**src/rtl/rail_ctl_pkg.sv**
```systemverilog
package rail_ctl_pkg;
  localparam int DATA_W       = 8;
  localparam int NUM_RAILS    = 6;
  localparam int BIT_NEG_LDO  = 0;
  localparam int BIT_NEG_PUMP = 1;
  localparam int BIT_POS_LDO  = 2;
  localparam int BIT_POS_PUMP = 3;
  localparam int BIT_VCOM     = 4;
  localparam int BIT_SW33     = 5;
  localparam int BIT_GO_STBY  = 6;
  localparam int BIT_GO_ACT   = 7;

  typedef logic [NUM_RAILS-1:0] rail_vec_t;

  typedef struct packed {
    logic up;
    logic dn;
  } seq_req_t;

  // Positive LDO survives only when the negative LDO is requested too.
  function automatic rail_vec_t apply_rail_deps(rail_vec_t req);
    rail_vec_t r;
    r = req;
    r[BIT_POS_LDO] = req[BIT_POS_LDO] & req[BIT_NEG_LDO];
    return r;
  endfunction

  // Standby wins over active.
  function automatic seq_req_t decode_mode(logic go_act, logic go_stby);
    seq_req_t s;
    s.dn = go_stby;
    s.up = go_act & ~go_stby;
    return s;
  endfunction
endpackage

```
**src/rtl/rail_addr_dec.sv**
```systemverilog
module rail_addr_dec #(
  parameter int ADDR_W = 8,
  parameter logic [ADDR_W-1:0] REG_ADDR = 'h01
) (
  input  logic [ADDR_W-1:0] addr,
  input  logic              wr,
  output logic              hit,
  output logic              wr_hit
);
  assign hit    = (addr == REG_ADDR);
  assign wr_hit = wr & hit;
endmodule

```
**src/rtl/rail_en_bank.sv**
```systemverilog
module rail_en_bank
  import rail_ctl_pkg::*;
(
  input  logic      clk,
  input  logic      rst_n,
  input  logic      wr_hit,
  input  rail_vec_t req,
  output rail_vec_t en_o
);
  rail_vec_t gated;
  rail_vec_t en_q;

  assign gated = apply_rail_deps(req);

  for (genvar i = 0; i < NUM_RAILS; i++) begin : g_rail
    always_ff @(posedge clk) begin
      if (!rst_n)      en_q[i] <= 1'b0;
      else if (wr_hit) en_q[i] <= gated[i];
    end

    if (i != BIT_POS_LDO) begin : g_plain_chk

      wr_load_chk: assert property (@(posedge clk) disable iff (!rst_n)
        wr_hit |=> (en_q[i] == $past(req[i])));
    end
  end

  assign en_o = en_q;


  pos_needs_neg_chk: assert property (@(posedge clk) disable iff (!rst_n)
    en_q[BIT_POS_LDO] |-> en_q[BIT_NEG_LDO]);


  pos_blocked_chk: assert property (@(posedge clk) disable iff (!rst_n)
    (wr_hit && !req[BIT_NEG_LDO]) |=> !en_q[BIT_POS_LDO]);


  hold_chk: assert property (@(posedge clk) disable iff (!rst_n)
    !wr_hit |=> $stable(en_q));
endmodule

```
**src/rtl/rail_cmd_pulse.sv**
```systemverilog
module rail_cmd_pulse
  import rail_ctl_pkg::*;
(
  input  logic clk,
  input  logic rst_n,
  input  logic wr_hit,
  input  logic go_act,
  input  logic go_stby,
  output logic up_o,
  output logic dn_o
);
  seq_req_t req_now;
  logic     cmd_up_req;
  logic     cmd_dn_req;
  logic     up_q, dn_q;

  assign req_now    = decode_mode(go_act, go_stby);
  assign cmd_up_req = wr_hit & req_now.up;
  assign cmd_dn_req = wr_hit & req_now.dn;

  always_ff @(posedge clk) begin
    if (!rst_n) begin
      up_q <= 1'b0;
      dn_q <= 1'b0;
    end else begin
      up_q <= cmd_up_req;
      dn_q <= cmd_dn_req;
    end
  end

  assign up_o = up_q;
  assign dn_o = dn_q;


  pulse_excl_chk: assert property (@(posedge clk) disable iff (!rst_n)
    !(up_q && dn_q));


  up_cause_chk: assert property (@(posedge clk) disable iff (!rst_n)
    up_q |-> $past(wr_hit && go_act && !go_stby));


  no_cmd_chk: assert property (@(posedge clk) disable iff (!rst_n)
    (wr_hit && !go_act && !go_stby) |=> (!up_q && !dn_q));
endmodule

```
**src/rtl/rail_rd_mux.sv**
```systemverilog
module rail_rd_mux
  import rail_ctl_pkg::*;
(
  input  logic              clk,
  input  logic              rst_n,
  input  logic              hit,
  input  rail_vec_t         status,
  output logic [DATA_W-1:0] rdata
);
  localparam int PAD_W = DATA_W - NUM_RAILS;

  assign rdata = hit ? {{PAD_W{1'b0}}, status} : '0;


  rd_cmd_zero_chk: assert property (@(posedge clk) disable iff (!rst_n)
    rdata[DATA_W-1:NUM_RAILS] == '0);


  rd_miss_chk: assert property (@(posedge clk) disable iff (!rst_n)
    !hit |-> (rdata == '0));
endmodule

```
**src/rtl/rail_ctl_reg.sv**
```systemverilog
module rail_ctl_reg
  import rail_ctl_pkg::*;
#(
  parameter int ADDR_W = 8,
  parameter logic [ADDR_W-1:0] REG_ADDR = 'h01
) (
  input  logic              clk,
  input  logic              rst_n,
  input  logic [ADDR_W-1:0] reg_addr,
  input  logic [DATA_W-1:0] reg_wdata,
  input  logic              reg_wr,
  output logic [DATA_W-1:0] reg_rdata,
  input  logic [NUM_RAILS-1:0] rail_status,
  output logic [NUM_RAILS-1:0] rail_en,
  output logic              seq_up_pulse,
  output logic              seq_dn_pulse
);
  logic hit;
  logic wr_hit;

  rail_addr_dec #(.ADDR_W(ADDR_W), .REG_ADDR(REG_ADDR)) u_dec (
    .addr  (reg_addr),
    .wr    (reg_wr),
    .hit   (hit),
    .wr_hit(wr_hit)
  );

  rail_en_bank u_bank (
    .clk   (clk),
    .rst_n (rst_n),
    .wr_hit(wr_hit),
    .req   (reg_wdata[NUM_RAILS-1:0]),
    .en_o  (rail_en)
  );

  rail_cmd_pulse u_cmd (
    .clk    (clk),
    .rst_n  (rst_n),
    .wr_hit (wr_hit),
    .go_act (reg_wdata[BIT_GO_ACT]),
    .go_stby(reg_wdata[BIT_GO_STBY]),
    .up_o   (seq_up_pulse),
    .dn_o   (seq_dn_pulse)
  );

  rail_rd_mux u_rd (
    .clk   (clk),
    .rst_n (rst_n),
    .hit   (hit),
    .status(rail_status),
    .rdata (reg_rdata)
  );


  miss_quiet_chk: assert property (@(posedge clk) disable iff (!rst_n)
    (reg_wr && !hit) |=> ($stable(rail_en) && !seq_up_pulse && !seq_dn_pulse));


  rd_live_chk: assert property (@(posedge clk) disable iff (!rst_n)
    hit |-> (reg_rdata[NUM_RAILS-1:0] == rail_status));
endmodule

```
**config.mk**
```make
export PLATFORM = sky130hd
export DESIGN_NAME = rail_ctl_reg
export DESIGN_NICKNAME = d
export VERILOG_FILES = /design/src/rtl/rail_ctl_pkg.sv /design/src/rtl/rail_addr_dec.sv /design/src/rtl/rail_en_bank.sv /design/src/rtl/rail_cmd_pulse.sv /design/src/rtl/rail_rd_mux.sv /design/src/rtl/rail_ctl_reg.sv
export SDC_FILE = /design/constraint.sdc
export NUM_CORES = 1
export LEC_CHECK = 0
export BUFFER_PORTS_ARGS = -buffer_cell sky130_fd_sc_hd__buf_2
export CELL_PAD_IN_SITES_DETAIL_PLACEMENT = 0
export CELL_PAD_IN_SITES_GLOBAL_PLACEMENT = 1
export CORE_UTILIZATION = 23
export CTS_BUF_LIST = sky130_fd_sc_hd__clkbuf_8
export DETAILED_ROUTE_END_ITERATION = 7
export GPL_ROUTABILITY_DRIVEN = 1
export PLACE_DENSITY = 0.85
export SLEW_MARGIN = 5
export SYNTH_ARGS = -nofsm -noshare
export SYNTH_HDL_FRONTEND = slang
export SYNTH_SLANG_ARGS = --single-unit
export TNS_END_PERCENT = 50
```
**constraint.sdc**
```tcl
create_clock -name clk -period 1 [get_ports clk]
set_input_delay 0.15 -clock clk [delete_from_list [all_inputs] [get_ports clk]]
set_output_delay 0.15 -clock clk [all_outputs]
set_load 0.1 [all_outputs]
```
# --- Word-level counts from Yosys, hierarchy flattened ---
# Cells that the tools add are included.
word_totals:
  output_inout_bits: 16
  elab_cells: 16
  regBits: 8
classes:
  n_bitwise: 6
  mux: 1
  eq_ne: 1
ops:
  columns: ["op", "n"]
  rows:
  - ["8-bit by 1-bit equality test with 1-bit output, second input constant", 1]
  - ["6-bit two-way mux", 1]
  - ["1-bit bitwise AND", 5]
  - ["1-bit inverter", 1]

# --- Logic depth before layout (Yosys ltp) ---
# Gate-level depths: netlist (run 1).
depth:
  ltp_word: 3
  mapped_depth: 3

# --- Modules after synthesis ---
# A second synthesis (run 1) with hierarchy kept.
hier_totals:
  hier_cells: 37
  area_unflattened_um2: 384.1
by_module_without_submodules:
  columns: ["module", "seq_area_each_um2", "cells_each", "instances", "area_each_um2"]
  rows:
  - ["rail_en_bank", 120.1, 20, 1, 230.2]
  - ["rail_cmd_pulse", 40.0, 4, 1, 57.6]
  - ["rail_rd_mux", 0.0, 9, 1, 56.3]
  - ["rail_addr_dec", 0.0, 4, 1, 40.0]

# --- Worst setup path after synthesis (run 1) ---
# No wires, ideal clock.
synth_timing:
  path_kind: "in2out"
  start: "input port reg_addr[3]"
  end: "output port reg_rdata[0]"
  required_ns: 0.850
  stages: 3
  slack_ns: -0.624
  arrival_ns: 1.474
  path_buffers: 0
  cell_sequence: "nor4_4 > and3_1 > and2_1"
synth_between:
  elab_chain_cells: 2
synth_rtl:
  columns: ["element", "line", "text"]
  rows:
  - ["from (decl)", "rail_ctl_reg.sv:9", "input logic [ADDR_W-1:0] reg_addr,"]
  - ["8-bit by 1-bit equality test with 1-bit output", "rail_addr_dec.sv:10", "assign hit = (addr == REG_ADDR);"]
  - ["6-bit two-way mux", "rail_rd_mux.sv:12", "assign rdata = hit ? {{PAD_W{1'b0}}, status} : '0;"]
  - ["to (decl)", "rail_ctl_reg.sv:12", "output logic [DATA_W-1:0] reg_rdata,"]
# No other way between the ends.

# --- Final worst setup path (run 1) ---
layout_timing:
  start: "input port reg_addr[2]"
  end: "output port reg_rdata[1]"
# Same word-level chain as after synthesis.

==> impl_results.md, run 1 <==
* Critical Path, Cell by Cell: buf_6 -> nor4_4 -> and3_4 -> and2_4 -> buf_12
* Worst setup EP type: output pin
* DRC Markers at 0
* HP Start: reg_wdata[6]
* Status: finished with violations
* Vias per cell at 4.143
* Hold Path Sink: u_cmd.up_o
* DP HPWL at 906.7 um
* Port bufs at 38
* Comb pwr share at 16.0%
* Worst reg2reg path startpoint: u_bank.en_o[4]
* Layout cells sized above 1 at 65.91%
* Clock Power Share at 45.8%
* RSZ-0062 raised after global routing: yes
* Mapped Cells at 46
* Die ar. at 1974 um2
* Number of buffers created by CTS at 3
* Final nets at 115
* Gr busiest metal: met2
* Die Height at 44.44 um
* Setup crit start kind: input port
* R2R setup slack at 380 ps
* Clk sink count at 8
* Met1 usage at 11.78%
* Simple-gate area share of the yosys netlist at 38.67%
* Critical path required time at 850 ps
* Core Rows at 14
* CTS root buf: clkbuf_8
* Vias in the first global route at 418
* Crit path time final at 1248 ps
* First-pass GRT wire length at 1683 um
* Net Sw Power at 203.3 uW
* DP Worst Slack at -267.4 ps
* Avg WL per Cell at 9.714 um
* Pre-Repair DR Iteration Count at 4
* Synth top area share at 38.67%
* Max Cap Viol at 0
* Starting Density at 25.98%
* CTS tree: done
* Netlist cell types at 16
* Static leakage at 0.0004612 uW
* Post-Syn Area at 414.1 um2
* Fin Hold WS at 112.6 ps
* Buffer and inverter count on the worst path at 2
* GRT Total Usage at 11.99%
* Antenna Nets Post-Route at 0
* CP Max Fanout at 6
* Chip width at 44.44 um
* Total Routed Length at 1088 um
* Maximum vdd ir drop at 0.8810 mV
* Setup-failing EPs final at 6
* Adder-Cell Fraction of Synth Area at 0%
* Worst reg2reg path endpoint: u_bank.en_o[4]
* GR Layer Usage met2 at 20.59%
* RD Place Congestion at 0.6713
* Antenna violations before repair at 0
* Synth warnings at 0
* CP max stage delay at 280 ps
* Sequential fraction of design power at 38.2%
* Post-Synth XOR/XNOR Area at 0%
* Class of the worst hold path: in2reg
* Final cycle utilization of the critical path at 124.8%
* Hold depth at 2
* Clk buf depth at 2
* Final WS setup at -247.6 ps
* CP max-delay cell: nor4_4
* Worst r2r path cells at 2
* Pint at 636.7 uW
* Fin. max-slew vios at 0
* Drt first-iter violations at 11
* Largest net degree at the start of global routing at 14
* Synth Area in Compound Gates at 0%
* Largest family of logic cells by synthesized area: simple AND/OR/NAND/NOR gates
* Cell Pwr Density at 902.3 nW/um2
* Failing checks: negative setup slack
* Endpoints failing hold at 0
* Post-CTS setup buffers at 0
* Sw Share at 24.20%
* Max Freq at 801.6 MHz
* Worst Setup Path Type: in2out
* Clock transition at path regs at 40 ps
* Multiplexer share of the synthesized area at 14.50%
* Maximum level of the CTS H-tree at 1
* Clock Skew at 0 ps
* Fin util at 58.40%
* Avg Cell Area, Syn at 9.003 um2
* M3 GR Usage at 7.755%
* Total vias in the final route at 464
* Total grt overflow at 0
* Crit-path leading delay family: simple AND/OR/NAND/NOR gates
* IO Pins at 41
* Largest area contributor in the netlist: dfxtp_1
* Synth area leaders: dfxtp_1 39%, mux2i_1 15%, nand2_1 10%, and2_1 9.1%, nand4_4 5.1%
* Antenna diodes at 0
* Area grow syn2layout at 124.8%
* Synth Register Bits at 8
* Skew-Pair Late Insertion Delay at 230 ps
* Seq/Total Area, Yosys at 38.67%
* WP data arrival at 1100 ps
* Core footprint at 1594 um2
* Cts hold-fix bufs at 0
==> metal layers <==
layer,up-vias,part of all wire (%)
met2,31,50
met3,0,12
met4,0,0
met5,-,0
met1,200,38
li1,233,-
==> cell families after synthesis <==
| logic type | count (synthesis) |
|---|---|
| AND/OR/NAND/NOR | 25 |
| buffers and inverters | 6 |
| other | 1 |
| flip-flops | 8 |
| multiplexers | 6 |
==> worst max path at each step <==
stage / startpoint / end / slack, ps / cells past startpoint
after CTS: reg_addr[4] / reg_rdata[1] / -260 / 5
after global placement: reg_addr[3] / reg_rdata[4] / -250 / 5
after floorplan: u_bank.en_o[4] / u_bank.en_o[4] / -230 / 2
final: reg_addr[2] / reg_rdata[1] / -250 / 5
after detailed placement: reg_addr[3] / reg_rdata[1] / -270 / 5
after global routing: reg_addr[2] / reg_rdata[1] / -280 / 5
==> cells in the final DEF, fill, tap and decap left out <==
master / n
and2_4: 6
and3_4: 1
buf_12: 14
buf_2: 22
buf_4: 3
buf_6: 2
clkbuf_8: 3
conb_1: 2
dfxtp_1: 4
dfxtp_2: 4
inv_1: 3
mux2i_1: 6
nand2_1: 11
nand3_1: 1
nand4_4: 1
nor2_1: 1
nor2b_1: 1
nor3_1: 1
nor4_2: 1
nor4_4: 1
==> synthesized netlist by cell type (all sizes together) <==
library cell,instances
nand2,11
dfxtp,8
and2,6
mux2i,6
inv,3
buf,2
nor4,2
and3,1
clkbuf,1
conb,1
nand3,1
nand4,1
nor2,1
nor2b,1
nor3,1
==> power by group through the flow <==
stage / Sequential, uW / Combinational (uW) / Clock [uW]
after floorplan: 328 / 66.0 / 0
final: 321 / 134 / 385
after global placement: 326 / 126 / 0
after global routing: 320 / 142 / 421
after detailed placement: 326 / 130 / 0
after CTS: 321 / 135 / 399
==> worst register-to-register path, delay by kind of cell (launching register included) <==
family	cells	cell delay [ps]
and+or+nand+nor	1	70
DFF	1	370
muxes	1	120
==> flip-flops by register name (all words and copies together) (netlist names) <==
register and cells:
u_cmd.dn_o 1, u_bank.en_o 6, u_cmd.up_o 1
==> per-stage QoR <==
| stage | instance area, um2 | TNS (ps) | power, uW | instances |
|---|---|---|---|---|
| after global placement | 877.1 | -2935 | 452.6 | 109 |
| final | 930.9 | -1466 | 840.0 | 112 |
| after floorplan | 442.9 | -1919 | 394.4 | 47 |
| after CTS | 930.9 | -1501 | 854.9 | 112 |
| after global routing | 930.9 | -1677 | 883.4 | 112 |
| after detailed placement | 877.1 | -3274 | 456.1 | 109 |
==> what timing repair did <==
action	CTS	global route
resized for setup	2	0
pin swaps	3	5
setup endpoints to repair	6	9
==> cell type report <==
type                            instances  area [um2]
Fill cell                             136       663.1
Timing Repair Buffer                   41       435.4
Multi-Input combinational cell         33       247.7
Sequential cell                         8       165.2
Clock buffer                            3       41.29
Tap cell                               24       30.03
Inverter                                3       11.26
Note: power is estimated with default switching activity, not from simulation.
==> inputs of run 2 (changes only) <==
--- a/config.mk
+++ b/config.mk
@@ -5,6 +5,7 @@
 export SDC_FILE = /design/constraint.sdc
 export NUM_CORES = 1
 export LEC_CHECK = 0
+export ABC_AREA = 1
 export BUFFER_PORTS_ARGS = -buffer_cell sky130_fd_sc_hd__buf_2
 export CELL_PAD_IN_SITES_DETAIL_PLACEMENT = 0
 export CELL_PAD_IN_SITES_GLOBAL_PLACEMENT = 1
==> run 2 against run 1 <==
Net effect:
- the flow still finishes with violations (negative setup slack)
- clock power hardly changed
- area after synthesis is 11% higher
- cell count is 19% higher
- sequential share of layout area is 1.6 points lower
- critical endpoint is now reg_rdata[2]
- highest routed layer is now met4
==> impl_results.md, run 2 <==
* Worst setup EP type: output pin
* Starting Density at 25.49% (-0.50 points)
* Worst Setup Path Type: in2out
* Mapped Cells at 70 (+52%)
* Fin. max-slew vios at 0 (unchanged)
* R2R setup slack at 380 ps (about the same)
* Chip width at 46.68 um (+5.1%)
* Count leader, synth: nor2_1
* Crit-path leading delay family: simple AND/OR/NAND/NOR gates
* DP Worst Slack at -178.5 ps (+88.86 ps)
* Area of the multi-input gates at 275.3 um2 (+11%)
* Antenna Nets Post-Route at 0 (unchanged)
* Multiplexer share of the synthesized area at 0% (-15 points)
* Max Cap Viol at 0 (unchanged)
* Setup-failing EPs final at 6 (unchanged)
* Die Height at 46.68 um (+5.1%)
* Antenna violations before repair at 0 (unchanged)
* Commonest cells in the netlist: 15 x nor2_1, 12 x inv_1, 9 x nand2_1
* Setup crit start kind: input port
* Sequential fraction of design power at 36.6% (-1.6 points)
* Max Freq at 924.1 MHz (+15%)
* Share of flip-flops with an asynchronous set or reset at 0% (unchanged)
* Clock transition at path regs at 40 ps (about the same)
* WP data arrival at 930 ps (-170 ps)
* Comb pwr share at 19.6% (+3.6 points)
* GRT Total Usage at 13.84% (+1.8 points)
* Endpoints failing hold at 0 (unchanged)
* Largest register FFs at 6 (unchanged)
* CP Max Fanout at 6 (unchanged)
* Area grow syn2layout at 123.4%
* CP max-delay cell: buf_12
* Netlist cell types at 16 (unchanged)
* Synth Register Bits at 8 (unchanged)
* Vias in the first global route at 541 (+29%)
* Die ar. at 2179 um2 (+10%)
* Total Routed Length at 1230 um (+13%)
* Synth warnings at 0 (unchanged)
* Fill cells at 176 (+29%)
* HP Start: reg_wdata[6]
* Clk sink count at 8 (unchanged)
* Critical Path, Cell by Cell: buf_6 -> nor2_4 -> nand2_2 -> nor2_4 -> inv_8 -> nor2_4 -> buf_12
* Drt first-iter violations at 4 (-7)
* Synth area leaders: dfxtp_1 35%, nor2_1 12%, inv_1 9.8%, nand2_1 7.4%, a21oi_1 6.5%
* Hold Path Sink: u_cmd.dn_o
* Commonest non-fill, non-tap cell in the layout: buf_2
* Post-CTS setup buffers at 0 (unchanged)
* Cts hold-fix bufs at 0 (unchanged)
* Port bufs at 38 (unchanged)
* First-pass GRT wire length at 2070 um (+23%)
* DP HPWL at 1016 um (+12%)
* RD Place Congestion at 0.6554 (-2.4%)
* Worst reg2reg path endpoint: u_bank.en_o[4]
* Vias per cell at 4.165 (+0.54%)
* Antenna diodes at 0 (unchanged)
* Most frequent cells in the layout: 18 x buf_2, 14 x buf_12, 11 x inv_1, 11 x nor2_4, 9 x nand2_1
* Synth Area in Compound Gates at 6.540% (+6.5 points)
* Layout cells sized above 1 at 56.48% (-9.4 points)
* Maximum vdd ir drop at 0.5758 mV (-35%)
* Final nets at 135 (+17%)
* Top_reg_cell synth: dfxtp_1
* Total vias in the final route at 554 (+19%)
* Static leakage at 0.0004639 uW (+0.59%)
* Largest net degree at the start of global routing at 14 (unchanged)
* Avg Cell Area, Syn at 6.560 um2 (-27%)
* RSZ-0062 raised after global routing: yes
* Avg WL per Cell at 9.248 um (-4.8%)
* Core footprint at 1802 um2 (+13%)
* Class of the worst hold path: in2reg
* Number of synthesized flops with an enable pin at 0 (unchanged)
* Worst setup path start: reg_addr[7]
* CP max stage delay at 180 ps (-100 ps)
* Core Rows at 15 (+1)
* Largest area contributor in the netlist: dfxtp_1
* Skew-Pair Late Insertion Delay at 230 ps (about the same)
* Pre-Repair DR Iteration Count at 4 (unchanged)
* Adder-Cell Fraction of Synth Area at 0% (unchanged)
* CP most frequent cell: nor2_4
* Clock Skew at 0 ps (unchanged)
* Buffer and inverter count on the worst path at 3 (+1)
* Post-Synth XOR/XNOR Area at 0% (unchanged)
* DRC Markers at 0 (unchanged)
* Total grt overflow at 0 (unchanged)
* Number of buffers created by CTS at 3 (unchanged)
* CTS root buf: clkbuf_8
* Clk buf depth at 2 (unchanged)
* Fin util at 56.94% (-1.5 points)
* Net Sw Power at 224.5 uW (+10%)
* Synth top area share at 34.88% (-3.8 points)
* Maximum level of the CTS H-tree at 1 (unchanged)
* Worst reg2reg path startpoint: u_bank.en_o[4]
* Pint at 653.5 uW (+2.6%)
* Status: finished with violations
* Sw Share at 25.57% (+1.4 points)
* Register cell area after layout at 165.2 um2 (unchanged)
* Post-Syn Area at 459.2 um2 (+11%)
* Cell Pwr Density at 855.7 nW/um2 (-5.2%)
* Worst r2r path cells at 2 (unchanged)
* Seq/Total Area, Yosys at 34.88% (-3.8 points)
* Clock Power Share at 43.8% (-2.0 points)
* Largest family of logic cells by synthesized area: simple AND/OR/NAND/NOR gates
* Final cycle utilization of the critical path at 108.2% (-17 points)
* Critical path required time at 850 ps (about the same)
* Crit path time final at 1082 ps (-165.5 ps)
* CTS tree: done
* Final WS setup at -82.09 ps (+165.5 ps)
* Simple-gate area share of the yosys netlist at 37.06% (-1.6 points)
* IO Pins at 41 (unchanged)
* Hold depth at 3 (+1)
* Failing checks: negative setup slack
## run 2: changes by cell type in the layout (fill, tap and decap cells not counted), sizes merged, moves of 2 or more
cell	delta
nor2	+18
inv	+10
a21oi	+6
and2	-6
mux2i	-6
nand3	+5
buf	-2
nor4	-2
## run 2: worst max-delay path by stage
stage	slack, ps	endpoint	cells past startpoint
final	-80	reg_rdata[2]	7
after global routing	-140	reg_rdata[2]	7
after CTS	-120	reg_rdata[2]	7
after detailed placement	-180	reg_rdata[1]	8
after global placement	-170	reg_rdata[1]	8
after floorplan	-300	reg_rdata[0]	7
## run 2: layer usage
metal	wire length [um]	part of all wire (%)	track usage, %
met2	695	57	25.83
met1	414	34	12.94
met4	8	0.65	10.29
met3	111	9.0	2.745
met5	0	0	0
## run 2: per-stage QoR
step           hold slack (ps)  total power (uW)  setup TNS [ps]  instances  area [um2]
2_1_floorplan            269.2             426.4           -2318         71       540.5
3_3_place_gp             382.0             476.5           -1917        130       933.4
3_5_place_dp             393.2             479.0           -2058        130       933.4
4_1_cts                  153.1             891.4          -562.6        133        1010
5_1_grt                  184.1             921.0          -784.6        133        1026
6_report                 156.9             878.0          -475.5        133        1026
## run 2: timing repair
action / in CTS / in global routing
gates resized for setup: 7 / 3
pin swaps: 9 / 5
endpoints found under the setup margin: 6 / 6
## run 2: cells by family (layout without fill, tap and decap cells)
| logic type | Yosys count | in the layout |
|---|---|---|
| AND/OR/NAND/NOR | 37 | 37 |
| other | 1 | 2 |
| flip-flops | 8 | 8 |
| buffers and inverters | 18 | 55 |
| AO/OA/AOI/OAI | 6 | 6 |
## run 2: worst min-delay path, stage by stage
cell	delay [ps]
buf_2	100
nand2_1	50
nor2_1	30
## run 2: power by group through the flow
stage	clock [uW]	sequential [uW]	combinational, uW
floorplan	0	331	95.7
global placement	0	327	150
detailed placement	0	327	152
CTS	403	321	167
global route	414	321	186
finish	384	322	172
## run 2: area by class of cell
class / count / share of cell area (%)
timing repair buffer: 39 / 43.78
inverter: 13 / 6.220
multi-input combinational: 45 / 26.83
tap: 25 / 3.049
clock buffer: 3 / 4.024
sequential: 8 / 16.10
==> inputs of run 3 (changes only) <==
==> constraint.sdc (replaced) <==
create_clock -name clk -period 1.2 [get_ports clk]
set_input_delay 0.18 -clock clk [delete_from_list [all_inputs] [get_ports clk]]
set_output_delay 0.18 -clock clk [all_outputs]
set_load 0.1 [all_outputs]
==> run 3 against run 2 <==
Net effect:
- the flow now finishes without violations
- combinational power is 20% lower
- clock power is 15% lower
- non-clock buffer count stayed put
- clock skew stayed put
- die area stayed put
- register-to-register slack better by 200 ps
- via count is 2.7% lower
- total power is 17% lower
- utilization is 2.0 points lower
- worst setup slack better by 110 ps
- cell area is 3.5% lower
- routed wire length is 4.9% lower
- critical endpoint is now reg_rdata[5]
- largest power group unchanged
==> impl_results.md, run 3 (synthesized netlist as in run 2, its figures left out) <==
* Cts hold-fix bufs at 0 (unchanged)
* Chip width at 46.68 um (unchanged)
* CTS tree: done
* Fin Hold WS at 180.3 ps (+23.32 ps)
* Vias in the first global route at 414 (-23%)
* Starting Density at 25.49% (unchanged)
* Avg WL per Cell at 8.797 um (-4.9%)
* Class of the worst hold path: in2reg
* Max Cap Viol at 0 (unchanged)
* Fin util at 54.93% (-2.0 points)
* Cell Pwr Density at 738.8 nW/um2 (-14%)
* Total vias in the final route at 539 (-2.7%)
* Antenna violations before repair at 0 (unchanged)
* Layout cells sized above 1 at 52.78% (-3.7 points)
* Antenna Nets Post-Route at 0 (unchanged)
* Max Freq at 855.3 MHz
* Clk buf depth at 2 (unchanged)
* Commonest non-fill, non-tap cell in the layout: buf_2
* Worst setup EP type: output pin
* Number of buffers created by CTS at 3 (unchanged)
* Clk sink count at 8 (unchanged)
* RD Place Congestion at 0.6360 (-3.0%)
* Total Routed Length at 1170 um (-4.9%)
* Register cell area after layout at 160.2 um2 (-3.0%)
* Die ar. at 2179 um2 (unchanged)
* Net Sw Power at 189.8 uW (-15%)
* Sw Share at 25.96% (+0.39 points)
* GRT Total Usage at 11.48% (-2.4 points)
* Fill cells at 168 (-4.5%)
* Clock Skew at 0 ps (unchanged)
* Total grt overflow at 0 (unchanged)
* Worst Setup Path Type: in2out
* Most frequent cells in the layout: 20 x buf_2, 13 x buf_12, 11 x inv_1, 9 x nor2_4, 9 x nand2_1
* CTS root buf: clkbuf_8
* Final nets at 135 (unchanged)
* Crit path time final at 1169 ps
* Pre-Repair DR Iteration Count at 4 (unchanged)
* Final cycle utilization of the critical path at 97.43%
* Maximum vdd ir drop at 0.4632 mV (-20%)
* DP HPWL at 918.4 um (-9.6%)
* Area of the multi-input gates at 265.3 um2 (-3.6%)
* Port bufs at 38 (unchanged)
* Skew-Pair Late Insertion Delay at 230 ps (about the same)
* DRC Markers at 0 (unchanged)
* WP data arrival at 990 ps (+60 ps)
* Drt first-iter violations at 3 (-1)
* Sequential fraction of design power at 36.6% (about the same)
* Comb pwr share at 18.8% (-0.8 points)
* Endpoints failing hold at 0 (unchanged)
* Core footprint at 1802 um2 (unchanged)
* Vias per cell at 4.053 (-2.7%)
* Setup crit start kind: input port
* Core Rows at 15 (unchanged)
* Area grow syn2layout at 115.5%
* Die Height at 46.68 um (unchanged)
* Pint at 541.4 uW (-17%)
* Static leakage at 0.0004549 uW (-1.9%)
* Largest net degree at the start of global routing at 14 (unchanged)
* CP Max Fanout at 6 (unchanged)
* Status: finished clean
* Largest register FFs at 6 (unchanged)
* Clock Power Share at 44.6% (+0.8 points)
* Antenna diodes at 0 (unchanged)
* Clock transition at path regs at 40 ps (about the same)
* First-pass GRT wire length at 1676 um (-19%)
* Post-CTS setup buffers at 0 (unchanged)
* Fin. max-slew vios at 0 (unchanged)
* Maximum level of the CTS H-tree at 1 (unchanged)
* Critical path required time at 1020 ps (+170 ps)
* RSZ-0062 raised after global routing: yes
* Setup-failing EPs final at 0 (-6)
* IO Pins at 41 (unchanged)
==> run 3: changes by cell type in the layout (fill, tap and decap cells not counted), moves of 2 or more <==
cell | previous run | this run
buf_2 | 18 | 20
dfxtp_1 | 4 | 8
dfxtp_2 | 4 | 0
nor2_2 | 0 | 2
nor2_4 | 11 | 9
==> run 3: what timing repair did <==
action,in CTS,in global routing
pin swaps,3,8
gates cloned,0,0
hold endpoints to repair,0,0
endpoints found under the setup margin,6,6
resized for setup,1,6
==> run 3: cell type report <==
class | count | share of cell area (%)
Timing Repair Buffer | 39 | 43.24
Tap cell | 25 | 3.161
Clock buffer | 3 | 4.172
Inverter | 13 | 6.448
Sequential cell | 8 | 16.18
Multi-Input combinational cell | 45 | 26.80
==> run 3: path summary, 6_finish.rpt <==
path | start | cells past startpoint | end | slack, ps
worst max-delay path | reg_addr[1] | 7 | reg_rdata[5] | 30
worst min register to register | u_bank.en_o[5] | 2 | u_bank.en_o[5] | 530
worst max register to register | u_bank.en_o[0] | 2 | u_bank.en_o[0] | 580
worst min-delay path | reg_wdata[6] | 3 | u_cmd.dn_o | 180
==> run 3: metal layers <==
metal | track usage, % | wire [um] | vias to the layer above
li1 | - | - | 278
met1 | 12.82 | 405 | 224
met2 | 16.67 | 611 | 32
met3 | 4.314 | 107 | 5
met4 | 10.29 | 45 | 0
met5 | 0 | 0 | -
==> run 3: power groups by stage <==
stage | sequential, uW | clock, uW | combinational [uW]
final | 268 | 326 | 138
after global routing | 268 | 345 | 149
after CTS | 268 | 332 | 127
after detailed placement | 272 | 0 | 126
after global placement | 272 | 0 | 125
after floorplan | 276 | 0 | 79.7
==> run 3: worst max-delay path, stage by stage <==
cell	delay, ps
buf_6	100
nor2_4	90
nand2_2	70
nor2_4	170
inv_8	70
nor2_4	120
buf_12	180
==> run 3: stage by stage <==
stage	TNS [ps]	power, uW	instances	area [um2]	worst slack (ps)
6_report	0	731.2	133	989.7	30.86
5_1_grt	-12.58	762.3	133	989.7	-12.58
4_1_cts	0	727.0	133	957.2	17.99
3_5_place_dp	-148.0	398.0	130	913.4	-40.52
3_3_place_gp	-83.38	397.1	130	913.4	-27.03
2_1_floorplan	-853.1	355.4	71	535.5	-155.9
